$ cat src/rtl/sup_pkg.sv
package sup_pkg;
  localparam int NFLT   = 5;
  localparam int F_PLO  = 0;
  localparam int F_PHI  = 1;
  localparam int F_SCP  = 2;
  localparam int F_OVP  = 3;
  localparam int F_OTP  = 4;
  localparam int NDB    = 4;
  typedef logic [NFLT-1:0] flt_vec_t;
endpackage

$ cat src/rtl/sup_debounce.sv
module sup_debounce #(
  parameter int DB = 100
) (
  input  logic clk,
  input  logic rst_n,
  input  logic clr_i,
  input  logic flag_i,
  output logic trip_o
);
  localparam int CW = (DB < 2) ? 1 : $clog2(DB);
  localparam logic [CW-1:0] LAST = CW'(DB - 1);

  logic [CW-1:0] cnt_q, cnt_nxt;
  logic          cnt_en;

  always_comb begin
    cnt_en  = 1'b1;
    cnt_nxt = cnt_q;
    if (clr_i || !flag_i) begin
      cnt_nxt = '0;
    end else if (cnt_q == LAST) begin
      cnt_en  = 1'b0;
    end else begin
      cnt_nxt = cnt_q + 1'b1;
    end
  end

  always_ff @(posedge clk or negedge rst_n) begin
    if (!rst_n) begin
      cnt_q <= '0;
    end else if (cnt_en) begin
      cnt_q <= cnt_nxt;
    end
  end

  assign trip_o = flag_i && !clr_i && (cnt_q == LAST);

  AST_DB_RANGE: assert property (@(posedge clk) disable iff (!rst_n)
    cnt_q <= LAST);
  AST_DB_RESTART: assert property (@(posedge clk) disable iff (!rst_n)
    !flag_i |=> cnt_q == '0);
endmodule

$ cat src/rtl/sup_shrink.sv
module sup_shrink #(
  parameter int FB_W    = 10,
  parameter int SHR_LEN = 4500
) (
  input  logic            clk,
  input  logic            rst_n,
  input  logic            clr_i,
  input  logic            stb_i,
  input  logic [FB_W-1:0] fb_i,
  output logic            shrink_o
);
  localparam int PW = FB_W + 3;
  localparam int TW = $clog2(SHR_LEN + 1);

  logic [FB_W-1:0] prev_q;
  logic            vld_q;
  logic [TW-1:0]   tmr_q, tmr_nxt;
  logic [PW-1:0]   now_x5, prev_x6;
  logic            rise;

  always_comb begin
    now_x5  = PW'(fb_i) * PW'(5);
    prev_x6 = PW'(prev_q) * PW'(6);
    rise    = stb_i && vld_q && (now_x5 > prev_x6);
    if (clr_i) begin
      tmr_nxt = '0;
    end else if (rise) begin
      tmr_nxt = TW'(SHR_LEN);
    end else if (tmr_q != '0) begin
      tmr_nxt = tmr_q - 1'b1;
    end else begin
      tmr_nxt = tmr_q;
    end
  end

  always_ff @(posedge clk or negedge rst_n) begin
    if (!rst_n) begin
      prev_q <= '0;
      vld_q  <= 1'b0;
    end else if (clr_i) begin
      prev_q <= '0;
      vld_q  <= 1'b0;
    end else if (stb_i) begin
      prev_q <= fb_i;
      vld_q  <= 1'b1;
    end
  end

  always_ff @(posedge clk or negedge rst_n) begin
    if (!rst_n) begin
      tmr_q <= '0;
    end else begin
      tmr_q <= tmr_nxt;
    end
  end

  assign shrink_o = (tmr_q != '0);

  AST_SHR_ON_STROBE: assert property (@(posedge clk) disable iff (!rst_n)
    $rose(shrink_o) |-> $past(stb_i));
  AST_SHR_FIRST_SAMPLE: assert property (@(posedge clk) disable iff (!rst_n)
    (stb_i && !vld_q) |=> !shrink_o);
  AST_SHR_CLEAR: assert property (@(posedge clk) disable iff (!rst_n)
    clr_i |=> !shrink_o);
endmodule

$ cat src/rtl/sr_fault_supervisor.sv
module sr_fault_supervisor
  import sup_pkg::*;
#(
  parameter int FB_W    = 10,
  parameter int PIN_DB  = 100,
  parameter int SCP_DB  = 800,
  parameter int OVP_DB  = 3000,
  parameter int SHR_LEN = 4500
) (
  input  logic            clk,
  input  logic            rst_n,
  input  logic            pin_low_i,
  input  logic            pin_high_i,
  input  logic            fb_short_i,
  input  logic            ov_i,
  input  logic            ov_rel_i,
  input  logic            ot_hot_i,
  input  logic            ot_cool_i,
  input  logic            uv_i,
  input  logic [FB_W-1:0] fb_i,
  input  logic            stb_i,
  output logic            drv_en_o,
  output logic [4:0]      fault_o,
  output logic            shrink_o
);
  function automatic int db_of(input int idx);
    case (idx)
      F_PLO, F_PHI: return PIN_DB;
      F_SCP:        return SCP_DB;
      default:      return OVP_DB;
    endcase
  endfunction

  logic [NDB-1:0] db_flag, db_trip;
  flt_vec_t       set_v, flt_q, flt_nxt, code_q, code_nxt;
  logic           run_q;

  assign db_flag = {ov_i, fb_short_i, pin_high_i, pin_low_i};

  for (genvar g = 0; g < NDB; g++) begin : g_db
    sup_debounce #(.DB(db_of(g))) i_db (
      .clk    (clk),
      .rst_n  (rst_n),
      .clr_i  (uv_i),
      .flag_i (db_flag[g]),
      .trip_o (db_trip[g])
    );
  end

  sup_shrink #(.FB_W(FB_W), .SHR_LEN(SHR_LEN)) i_shrink (
    .clk      (clk),
    .rst_n    (rst_n),
    .clr_i    (uv_i),
    .stb_i    (stb_i),
    .fb_i     (fb_i),
    .shrink_o (shrink_o)
  );

  always_comb begin
    set_v        = {ot_hot_i, db_trip};
    flt_nxt      = flt_q;
    flt_nxt[F_PLO] = flt_q[F_PLO] | set_v[F_PLO];
    flt_nxt[F_PHI] = flt_q[F_PHI] | set_v[F_PHI];
    flt_nxt[F_SCP] = flt_q[F_SCP] | set_v[F_SCP];
    if (set_v[F_OVP])      flt_nxt[F_OVP] = 1'b1;
    else if (ov_rel_i)     flt_nxt[F_OVP] = 1'b0;
    if (set_v[F_OTP])      flt_nxt[F_OTP] = 1'b1;
    else if (ot_cool_i)    flt_nxt[F_OTP] = 1'b0;
    if (uv_i) begin
      flt_nxt[F_PLO] = 1'b0;
      flt_nxt[F_PHI] = 1'b0;
      flt_nxt[F_SCP] = 1'b0;
      flt_nxt[F_OVP] = 1'b0;
    end
  end

  always_comb begin
    code_nxt = code_q;
    if (uv_i) begin
      code_nxt = '0;
    end else if (code_q == '0) begin
      code_nxt = set_v & flt_vec_t'(~set_v + 1'b1);
    end
  end

  always_ff @(posedge clk or negedge rst_n) begin
    if (!rst_n) begin
      flt_q  <= '0;
      code_q <= '0;
      run_q  <= 1'b0;
    end else begin
      flt_q  <= flt_nxt;
      code_q <= code_nxt;
      run_q  <= !uv_i;
    end
  end

  assign drv_en_o = run_q && (flt_q == '0);
  assign fault_o  = code_q;

  AST_PLO_CAUSE: assert property (@(posedge clk) disable iff (!rst_n)
    $rose(flt_q[F_PLO]) |-> $past(pin_low_i));
  AST_PLO_LATCHED: assert property (@(posedge clk) disable iff (!rst_n)
    (flt_q[F_PLO] && !uv_i) |=> flt_q[F_PLO]);
  AST_SCP_LATCHED: assert property (@(posedge clk) disable iff (!rst_n)
    (flt_q[F_SCP] && !uv_i) |=> flt_q[F_SCP]);
  AST_OVP_HOLD: assert property (@(posedge clk) disable iff (!rst_n)
    (flt_q[F_OVP] && !ov_rel_i && !uv_i) |=> flt_q[F_OVP]);
  AST_OTP_HOLD: assert property (@(posedge clk) disable iff (!rst_n)
    (flt_q[F_OTP] && !ot_cool_i) |=> flt_q[F_OTP]);
  AST_CODE_ONEHOT: assert property (@(posedge clk) disable iff (!rst_n)
    $onehot0(fault_o));
  AST_CODE_STABLE: assert property (@(posedge clk) disable iff (!rst_n)
    (fault_o != '0 && !uv_i) |=> $stable(fault_o));
  AST_UV_NO_DRIVE: assert property (@(posedge clk) disable iff (!rst_n)
    uv_i |=> (!drv_en_o && fault_o == '0));
endmodule

$ cat config.mk
export PLATFORM = sky130hd
export DESIGN_NAME = sr_fault_supervisor
export DESIGN_NICKNAME = d
export VERILOG_FILES = /design/src/rtl/sup_pkg.sv /design/src/rtl/sup_debounce.sv /design/src/rtl/sup_shrink.sv /design/src/rtl/sr_fault_supervisor.sv
export SDC_FILE = /design/constraint.sdc
export NUM_CORES = 1
export LEC_CHECK = 0
export BUFFER_PORTS_ARGS = -buffer_cell sky130_fd_sc_hd__buf_4
export CORE_ASPECT_RATIO = 1.5
export CORE_UTILIZATION = 55
export CTS_CLUSTER_SIZE = 14
export DETAILED_ROUTE_END_ITERATION = 8
export PLACE_DENSITY_LB_ADDON = 0.3
export SETUP_SLACK_MARGIN = 0.15
export SKIP_LAST_GASP = 1
export SLEW_MARGIN = 20
export SYNTH_ARGS = -nofsm -noshare
export SYNTH_HDL_FRONTEND = slang
export SYNTH_SLANG_ARGS = --single-unit
$ cat constraint.sdc
create_clock -name clk -period 10.1 [get_ports clk]
set_clock_uncertainty 0.2 [all_clocks]
set_input_delay 1.01 -clock clk [delete_from_list [all_inputs] [get_ports clk]]
set_output_delay 1.01 -clock clk [all_outputs]
set_load 0.01 [all_outputs]
==> flow_metrics.tcl, run 1 <==
set metrics [dict create \
    timing.final.ws_setup_ps 5330 \
    crit_chain "buf_4 > ha_1 > ha_1 > fa_1 > a21o_1 > a211oi_1 > nor2_1 > o41ai_1 > xnor2_1 > ha_1 > a21oi_1 > nand2_1 > a21o_1 > o311ai_0 > o21ai_0" \
    startpoint_type "input port" \
    peakVddDrop_mv 0.158 \
    relSlewSlack_pct 40.5 \
    synth_area_leader_cell "dfrtp_1" \
    layout-drive-gt1-share_pct 9.96 \
    ys_seq_elements 71 \
    max_slew.worst_pin.slew_ps 892 \
    grt_usage_pct 23.6 \
    max_cap_viol_count 0 \
    synthCells 468 \
    dp_slack_ps 4980 \
    status "completed" \
    place_congestion 0.810 \
    antenna_found_initial 0 \
    worstPathArrival_ps 4730 \
    critPathSlowestCell "o311ai_0" \
    vias 3493 \
    die_area_sq_um 8420 \
    maxClockFrequency_ghz 0.210 \
    internal_power_uw 609 \
    path_class "in -> reg" \
    routedWlPerCell_microns 14.8 \
    grt_max_degree 72 \
    antenna_cells 0 \
    holdBufCountCts 0 \
    grt_pass1_wl_microns 15200 \
    layout_commonest_cell "dfrtp_1" \
    syn_nets 534 \
    crit_path_max_incr_delay_ps 720 \
    regToRegStartpoint "i_shrink.prev_q[2]" \
    rr_endpoint "i_shrink.tmr_q[4]" \
    clk_latency_ps 330 \
    crit_buf_inv 1 \
    netlist_area_sq_um 4430 \
    timing.critical_path.mode_cell "ha_1" \
    syn_avg_cell_area_sq_um 9.46 \
    cts_tree "built" \
    yosysSeqAreaShare_pct 40.1 \
    whs_ps 280 \
    cp.required_ps 10060 \
    r2r_slack_ps 5960 \
    first_iter_violations 96 \
    p_total_uw 884 \
    switching_share_pct 31.1 \
    rsz0062_at_grt "false" \
    whs_path_depth 1 \
    worst_r2r_path_depth 11 \
    comb_power_share_pct 26.9 \
    cts_root_buffer "clkbuf_16" \
    synth_top_area_share_pct 40.1 \
    setup_tns_ps 0 \
    critPathTopFamily "compound AO/OA/AOI/OAI gates" \
    dpl_cell_area_sq_um 4720 \
    synthTopCellsByArea "dfrtp_1, ha_1, nor2_1" \
    vias_per_cell 5.78 \
    numCtsBuffers 9 \
    async_flop_share_pct 100 \
    path_clk_slew_ps 50 \
    final-hold-violation-count 0 \
    start_util_pct 57.4 \
    hold-path-endpoint "flt_q[0]" \
    area_delta_synth_final_pct 13.3 \
    io_buffer_count 27 \
    cts.sinks 71 \
    power_switching_uw 275 \
    crit_fanout 5 \
    ys_types 52 \
    drc 0 \
    power_density_nw_per_um2 176 \
    htree_levels 3 \
    final_area_sq_um 5010 \
    rows 39 \
    die_h_microns 112 \
    hold_class "reg -> reg" \
    ant_nets 0 \
    worstHoldStart "flt_q[0]" \
    first_pass_iters 4 \
    grt.overflow.total 0 \
    die_w_microns 75.2 \
    yosys_warnings 0 \
    first_global_vias 3459 \
    slew_viol_final 0 \
    power.leakage_nw 2.36 \
    totalWireLength_microns 8910 \
    cts_buffer_depth 2 \
    ys.flop_type "dfrtp_1" \
    p_seq_share_pct 37.9 \
    mostFrequentLayoutCells "dfrtp_1, nor2_1, ha_1" \
    period_minus_slack_ps 4770 \
    ios 28 \
    cts.repair.resized 0 \
    synth_enable_flop_cells 0 \
    post_cts_buffers 0 \
    place.detailed.hpwl_microns 6520 \
    power_frac_clock_pct 35.3 \
    setup_viol 0 \
    cp-end-kind "register" \
    core-area_sq_um 7710 \
    period_share_pct 47.2 \
    final_net_count 563 \
]
sequential cells by signal, summed over array words and instances (netlist names):
signal,count
g_db.i_db.cnt_q,36
i_shrink.tmr_q,13
i_shrink.prev_q,10
fault_o,5
flt_q,5
i_shrink.vld_q,1
run_q,1
layer usage:
layer | track usage (%) | share of wire [%] | vias to the layer above
met2 | 41.1 | 52 | 59
li1 | - | - | 1728
met4 | 12.8 | 3.3 | 0
met1 | 27.0 | 42 | 1686
met3 | 3.08 | 2.6 | 20
met5 | 0 | 0 | -
power by group through the flow:
stage / registers [mW] / clock network (mW) / logic (mW)
floorplan: 0.333 / 0 / 0.180
global placement: 0.337 / 0 / 0.229
detailed placement: 0.338 / 0 / 0.236
CTS: 0.334 / 0.317 / 0.239
global route: 0.338 / 0.330 / 0.268
finish: 0.335 / 0.312 / 0.238
worst register-to-register path, cell delays in order (launching register included):
cell	delay, ps
dfrtp_1	420
ha_1	370
o21ai_0	80
o21ai_0	460
a21oi_1	200
o311ai_0	530
ha_1	360
a21oi_1	180
nand2_1	70
a21o_1	180
o311ai_0	720
o21ai_0	200
cell type report:
| class | count | area, sq um |
|---|---|---|
| inverter | 17 | 63.8 |
| timing repair buffer | 27 | 203 |
| clock inverter | 3 | 42.5 |
| multi-input combinational | 371 | 2550 |
| tap | 102 | 128 |
| clock buffer | 13 | 250 |
| fill | 674 | 2700 |
| sequential | 71 | 1780 |
per-stage QoR:
| step | util, % | cells |
|---|---|---|
| final | 65.0 | 604 |
| after global routing | 65.0 | 604 |
| after CTS | 65.0 | 604 |
| after detailed placement | 61.2 | 588 |
| after global placement | 61.2 | 588 |
| after floorplan | - | 468 |
kinds of logic after synthesis:
| kind of cell | share of synthesized area, % |
|---|---|
| AND/OR/NAND/NOR | 22.2 |
| AO/OA/AOI/OAI | 10.7 |
| flip-flops | 40.1 |
| adder cells (fa/ha/maj) | 13.1 |
| XOR/XNOR | 8.11 |
| buffers and inverters | 2.21 |
| multiplexers | 3.65 |
cells in the mapped netlist, drive strengths merged (2+ instances only):
cell type,n
dfrtp,71
nor2,67
ha,43
nand2,30
a21oi,24
o21ai,22
xnor2,22
nand3,21
xor2,19
inv,17
nor3,17
mux2i,15
nand4,12
a21o,9
and3,7
clkbuf,7
nor2b,7
nor4,6
a31oi,4
and4,4
nand2b,4
or3,4
a211oi,3
and2,3
a2111oi,2
buf,2
fa,2
nor4b,2
o311ai,2
o41ai,2
or4,2
or4b,2
worst max path at each step:
stage	start	to	slack, ps	cells after the start
after detailed placement	fb_i[1]	i_shrink.tmr_q[4]	4980	15
after global routing	fb_i[1]	i_shrink.tmr_q[8]	5080	15
final	fb_i[1]	i_shrink.tmr_q[4]	5330	15
after CTS	fb_i[1]	i_shrink.tmr_q[1]	5320	15
after floorplan	fb_i[1]	i_shrink.tmr_q[1]	5460	14
after global placement	fb_i[1]	i_shrink.tmr_q[1]	5140	15
Note: power is estimated with default switching activity, not from simulation.
==> run 2: changes to the inputs <==
clock period = 4.6 ns   (was 10.1 ns; I/O delays follow)
==> flow_metrics.tcl, run 2 (synthesis gave the netlist of run 1 again) <==
set metrics [dict create \
    path_class "in -> reg" \
    path_clk_slew_ps 60 \
    critPathSlowestCell "a2111oi_1" \
    crit_path_max_incr_delay_ps 450 \
    cts_buffer_depth 2 \
    numCtsBuffers 9 \
    totalWireLength_microns 9240 \
    timing.final.ws_setup_ps 396 \
    peakVddDrop_mv 0.271 \
    hold_class "in -> async" \
    timing.critical_path.mode_cell "ha_1" \
    holdBufCountCts 0 \
    cts.repair.resized 0 \
    crit_chain "buf_4 > ha_1 > ha_1 > fa_1 > a21o_1 > a211oi_1 > nor2_1 > o41ai_1 > xnor2_1 > ha_1 > nand4_1 > or2_2 > o311a_1 > o31a_1 > a2111oi_1" \
    die_w_microns 75.2 \
    top_register "g_db.i_db.cnt_q" \
    die_area_sq_um 8420 \
    vias_per_cell 5.86 \
    largest_reg_flops 36 \
    p_total_mw 1.97 \
    first_iter_violations 146 \
    slew_viol_final 0 \
    reg.largest.list "g_db.i_db.cnt_q (36), i_shrink.tmr_q (13), i_shrink.prev_q (10)" \
    ant_nets 0 \
    max_cap_viol_count 0 \
    fin_util_pct 65.4 \
    grt.overflow.total 0 \
    power_density_nw_per_um2 391 \
    start_util_pct 57.4 \
    layout_commonest_cell "dfrtp_1" \
    status "completed" \
    first_pass_iters 4 \
    cts_root_buffer "clkbuf_16" \
    fill_cells 653 \
    core-area_sq_um 7710 \
    worstPathArrival_ps 4190 \
    grt_usage_pct 24.2 \
    final-hold-violation-count 0 \
    cp-end-kind "register" \
    power.leakage_nw 2.38 \
    cts_tree "built" \
    antenna_found_initial 0 \
    whs_ps 24.5 \
    io_buffer_count 27 \
    worst_r2r_path_depth 12 \
    r2r_slack_ps 510 \
    maxClockFrequency_ghz 0.238 \
    die_h_microns 112 \
    final_net_count 564 \
    mostFrequentLayoutCells "dfrtp_1, nor2_1, ha_1" \
    first_global_vias 3557 \
    area_delta_synth_final_pct 13.9 \
    period_minus_slack_ps 4200 \
    relSlewSlack_pct 40.9 \
    ios 28 \
    max_slew.worst_pin.slew_ps 886 \
    rr_endpoint "i_shrink.tmr_q[1]" \
    htree_levels 3 \
    layout-drive-gt1-share_pct 10.7 \
    antenna_cells 0 \
    grt_pass1_wl_microns 15400 \
    cp.required_ps 4580 \
    grt_max_degree 72 \
    place.detailed.hpwl_microns 6830 \
    drc 0 \
    startpoint_type "input port" \
    vias 3546 \
    post_cts_buffers 0 \
    crit_fanout 3 \
    cts.sinks 71 \
    place_congestion 0.873 \
    setup_viol 0 \
    rows 39 \
    regToRegStartpoint "i_shrink.prev_q[1]" \
    clk_latency_ps 330 \
    dp_slack_ps -31.4 \
    period_share_pct 91.4 \
    rsz0062_at_grt "false" \
    routedWlPerCell_microns 15.3 \
]
## run 2: cell types whose count changed in the layout (fill, tap and decap cells not counted), sizes merged
cell,change
clkbuf,-2
clkinv,+2
buf,+1
## run 2: final cells by class
class	count	area, sq um	area share (%)
clock buffers	11	253	5.01
clock inverters	5	56.3	1.12
inverters	17	63.8	1.27
multi-input cells	371	2550	50.6
flip-flops and latches	71	1780	35.3
well taps	102	128	2.53
repair buffers	28	210	4.17
## run 2: metal layers
| metal | vias up | part of all wire (%) | GRT usage, % |
|---|---|---|---|
| met3 | 24 | 2.8 | 4.43 |
| li1 | 1736 | - | - |
| met1 | 1714 | 40 | 26.5 |
| met5 | - | 0 | 0 |
| met2 | 72 | 53 | 42.3 |
| met4 | 0 | 3.9 | 13.8 |
## run 2: per-stage QoR
stage	cell area (sq um)	TNS, ps	std cells
2_1_floorplan	4430	0	468
3_3_place_gp	4730	0	589
3_5_place_dp	4730	-31.4	589
4_1_cts	5040	0	605
5_1_grt	5040	0	605
6_report	5040	0	605
## run 2: critical path, delay by kind of cell
kind            cells  cell delay [ps]
buf+inv             1              120
compound gates      6             1680
fa+ha+maj           4             1260
simple gates        3              540
xor+xnor            1              130
## run 2: worst max-delay path by stage
| stage | startpoint | endpoint | slack [ps] | cells past startpoint |
|---|---|---|---|---|
| after CTS | fb_i[1] | i_shrink.tmr_q[1] | 350 | 15 |
| after floorplan | fb_i[1] | i_shrink.tmr_q[1] | 510 | 14 |
| after global routing | fb_i[1] | i_shrink.tmr_q[1] | 210 | 15 |
| after detailed placement | fb_i[1] | i_shrink.tmr_q[1] | -30 | 15 |
| after global placement | fb_i[1] | i_shrink.tmr_q[12] | 280 | 15 |
| final | fb_i[1] | i_shrink.tmr_q[1] | 400 | 15 |
## run 2: report_power, final
| group | total, mW | internal [mW] | switching [mW] |
|---|---|---|---|
| clock | 0.703 | 0.447 | 0.256 |
| sequential | 0.736 | 0.677 | 0.0593 |
| combinational | 0.531 | 0.229 | 0.303 |
| total | 1.97 | 1.35 | 0.618 |
==> run 3: changes to the inputs <==
CORE_ASPECT_RATIO = 1.4   (was 1.5)
CTS_CLUSTER_SIZE = 25   (was 14)
==> flow_metrics.tcl, run 3 (synthesis gave the netlist of run 1 again) <==
set metrics [dict create \
    path_class "in -> reg" \
    fin_util_pct 63.3 \
    clk_latency_ps 350 \
    first_iter_violations 120 \
    layout-drive-gt1-share_pct 10.5 \
    first_global_vias 3361 \
    numCtsBuffers 9 \
    cts_tree "built" \
    die_area_sq_um 8410 \
    mostFrequentLayoutCells "dfrtp_1, nor2_1, ha_1" \
    rr_endpoint "i_shrink.tmr_q[1]" \
    place.detailed.hpwl_microns 6360 \
    timing.final.ws_setup_ps 538 \
    area_delta_synth_final_pct 10.8 \
    largest_reg_flops 36 \
    grt_pass1_wl_microns 14900 \
    hold_class "in -> async" \
    grt.overflow.total 0 \
    die_w_microns 77.8 \
    path_clk_slew_ps 70 \
    worst_r2r_path_depth 13 \
    cp.required_ps 4620 \
    die_h_microns 108 \
    cp-end-kind "register" \
    cts_root_buffer "clkbuf_8" \
    vias_per_cell 5.75 \
    ios 28 \
    power.leakage_nw 2.32 \
    period_share_pct 88.3 \
    relSlewSlack_pct 40.0 \
    peakVddDrop_mv 0.234 \
    place_congestion 0.894 \
    fill_cells 662 \
    routedWlPerCell_microns 14.5 \
    first_pass_iters 4 \
    holdBufCountCts 0 \
    vias 3470 \
    setup_viol 0 \
    final-hold-violation-count 0 \
    worstPathArrival_ps 4080 \
    p_total_mw 1.70 \
    regToRegStartpoint "i_shrink.prev_q[1]" \
    cts.sinks 71 \
    core-area_sq_um 7750 \
    top_register "g_db.i_db.cnt_q" \
    slew_viol_final 0 \
    grt_usage_pct 22.7 \
    layout_commonest_cell "dfrtp_1" \
    ant_nets 0 \
    rsz0062_at_grt "false" \
    totalWireLength_microns 8710 \
    r2r_slack_ps 740 \
    period_minus_slack_ps 4060 \
    reg.largest.list "g_db.i_db.cnt_q (36), i_shrink.tmr_q (13), i_shrink.prev_q (10)" \
    htree_levels 3 \
    max_slew.worst_pin.slew_ps 900 \
    start_util_pct 57.1 \
    io_buffer_count 27 \
    power_density_nw_per_um2 346 \
    maxClockFrequency_ghz 0.246 \
    startpoint_type "input port" \
    dp_slack_ps -4.29 \
    status "completed" \
    drc 0 \
    rows 38 \
    final_net_count 564 \
    antenna_cells 0 \
    max_cap_viol_count 0 \
    crit_fanout 3 \
    antenna_found_initial 0 \
    grt_max_degree 72 \
    cts_buffer_depth 2 \
]
## run 3: cell count changes in the layout (fill, tap and decap cells not counted), sizes merged
| cell | delta |
|---|---|
| clkinv | +1 |
| bufinv | -1 |
| clkinvlp | -1 |
| clkbuf | +1 |
## run 3: metal layers
metal  global-route usage, %  wire length (microns)  vias up  part of all wire (%)
li1                        -                      -     1731                     -
met2                    41.7                   4480       56                    51
met5                       0                      0        -                     0
met4                    9.03                    161        0                   1.8
met1                    25.9                   3820     1672                    44
met3                    4.14                    247       11                   2.8
## run 3: cell type report
cell class / count / area (sq um) / share of cell area [%]
inverters: 17 / 63.8 / 1.30
clock inverters: 4 / 20.0 / 0.408
well taps: 100 / 125 / 2.55
multi-input cells: 371 / 2550 / 52.0
clock buffers: 12 / 155 / 3.16
flip-flops and latches: 71 / 1780 / 36.2
repair buffers: 28 / 210 / 4.29
## run 3: worst max-delay path, cell delays in order
cell	delay [ps]
buf_4	120
ha_1	290
ha_1	230
fa_1	400
a21o_1	190
a211oi_1	230
nor2_1	90
o41ai_1	310
xnor2_1	120
ha_1	330
nand4_1	120
or2_2	320
o311a_1	350
o31a_1	120
a2111oi_0	390
## run 3: stage by stage
step                TNS, ps  hold slack (ps)  cells  area, sq um
floorplan                 0            -35.6    468         4430
global placement          0              274    587         4730
detailed placement    -4.29              272    587         4730
CTS                       0             60.8    603         4900
global route              0              100    603         4900
finish                    0             32.5    603         4900
## run 3: worst max-delay path by stage
stage            start                 end  slack, ps  depth (start not counted)
3_3_place_gp   fb_i[1]   i_shrink.tmr_q[8]         50                         15
5_1_grt        fb_i[1]  i_shrink.tmr_q[12]        360                         15
3_5_place_dp   fb_i[1]   i_shrink.tmr_q[8]         -4                         15
2_1_floorplan  fb_i[1]   i_shrink.tmr_q[1]        510                         14
4_1_cts        fb_i[1]   i_shrink.tmr_q[8]        250                         15
6_report       fb_i[1]   i_shrink.tmr_q[1]        540                         15
## run 3: what timing repair did
item	in CTS	in global routing
endpoints found under the hold margin	0	0
buffers inserted	0	0
gates resized for setup	0	1
setup endpoints to repair	0	3
## run 3: power breakdown
group	total, mW	internal (mW)	switching, mW	leakage, nW
Sequential	0.735	0.676	0.0596	0.964
Combinational	0.514	0.225	0.288	1.26
Clock	0.448	0.222	0.227	0.0959
Total	1.70	1.12	0.574	2.32
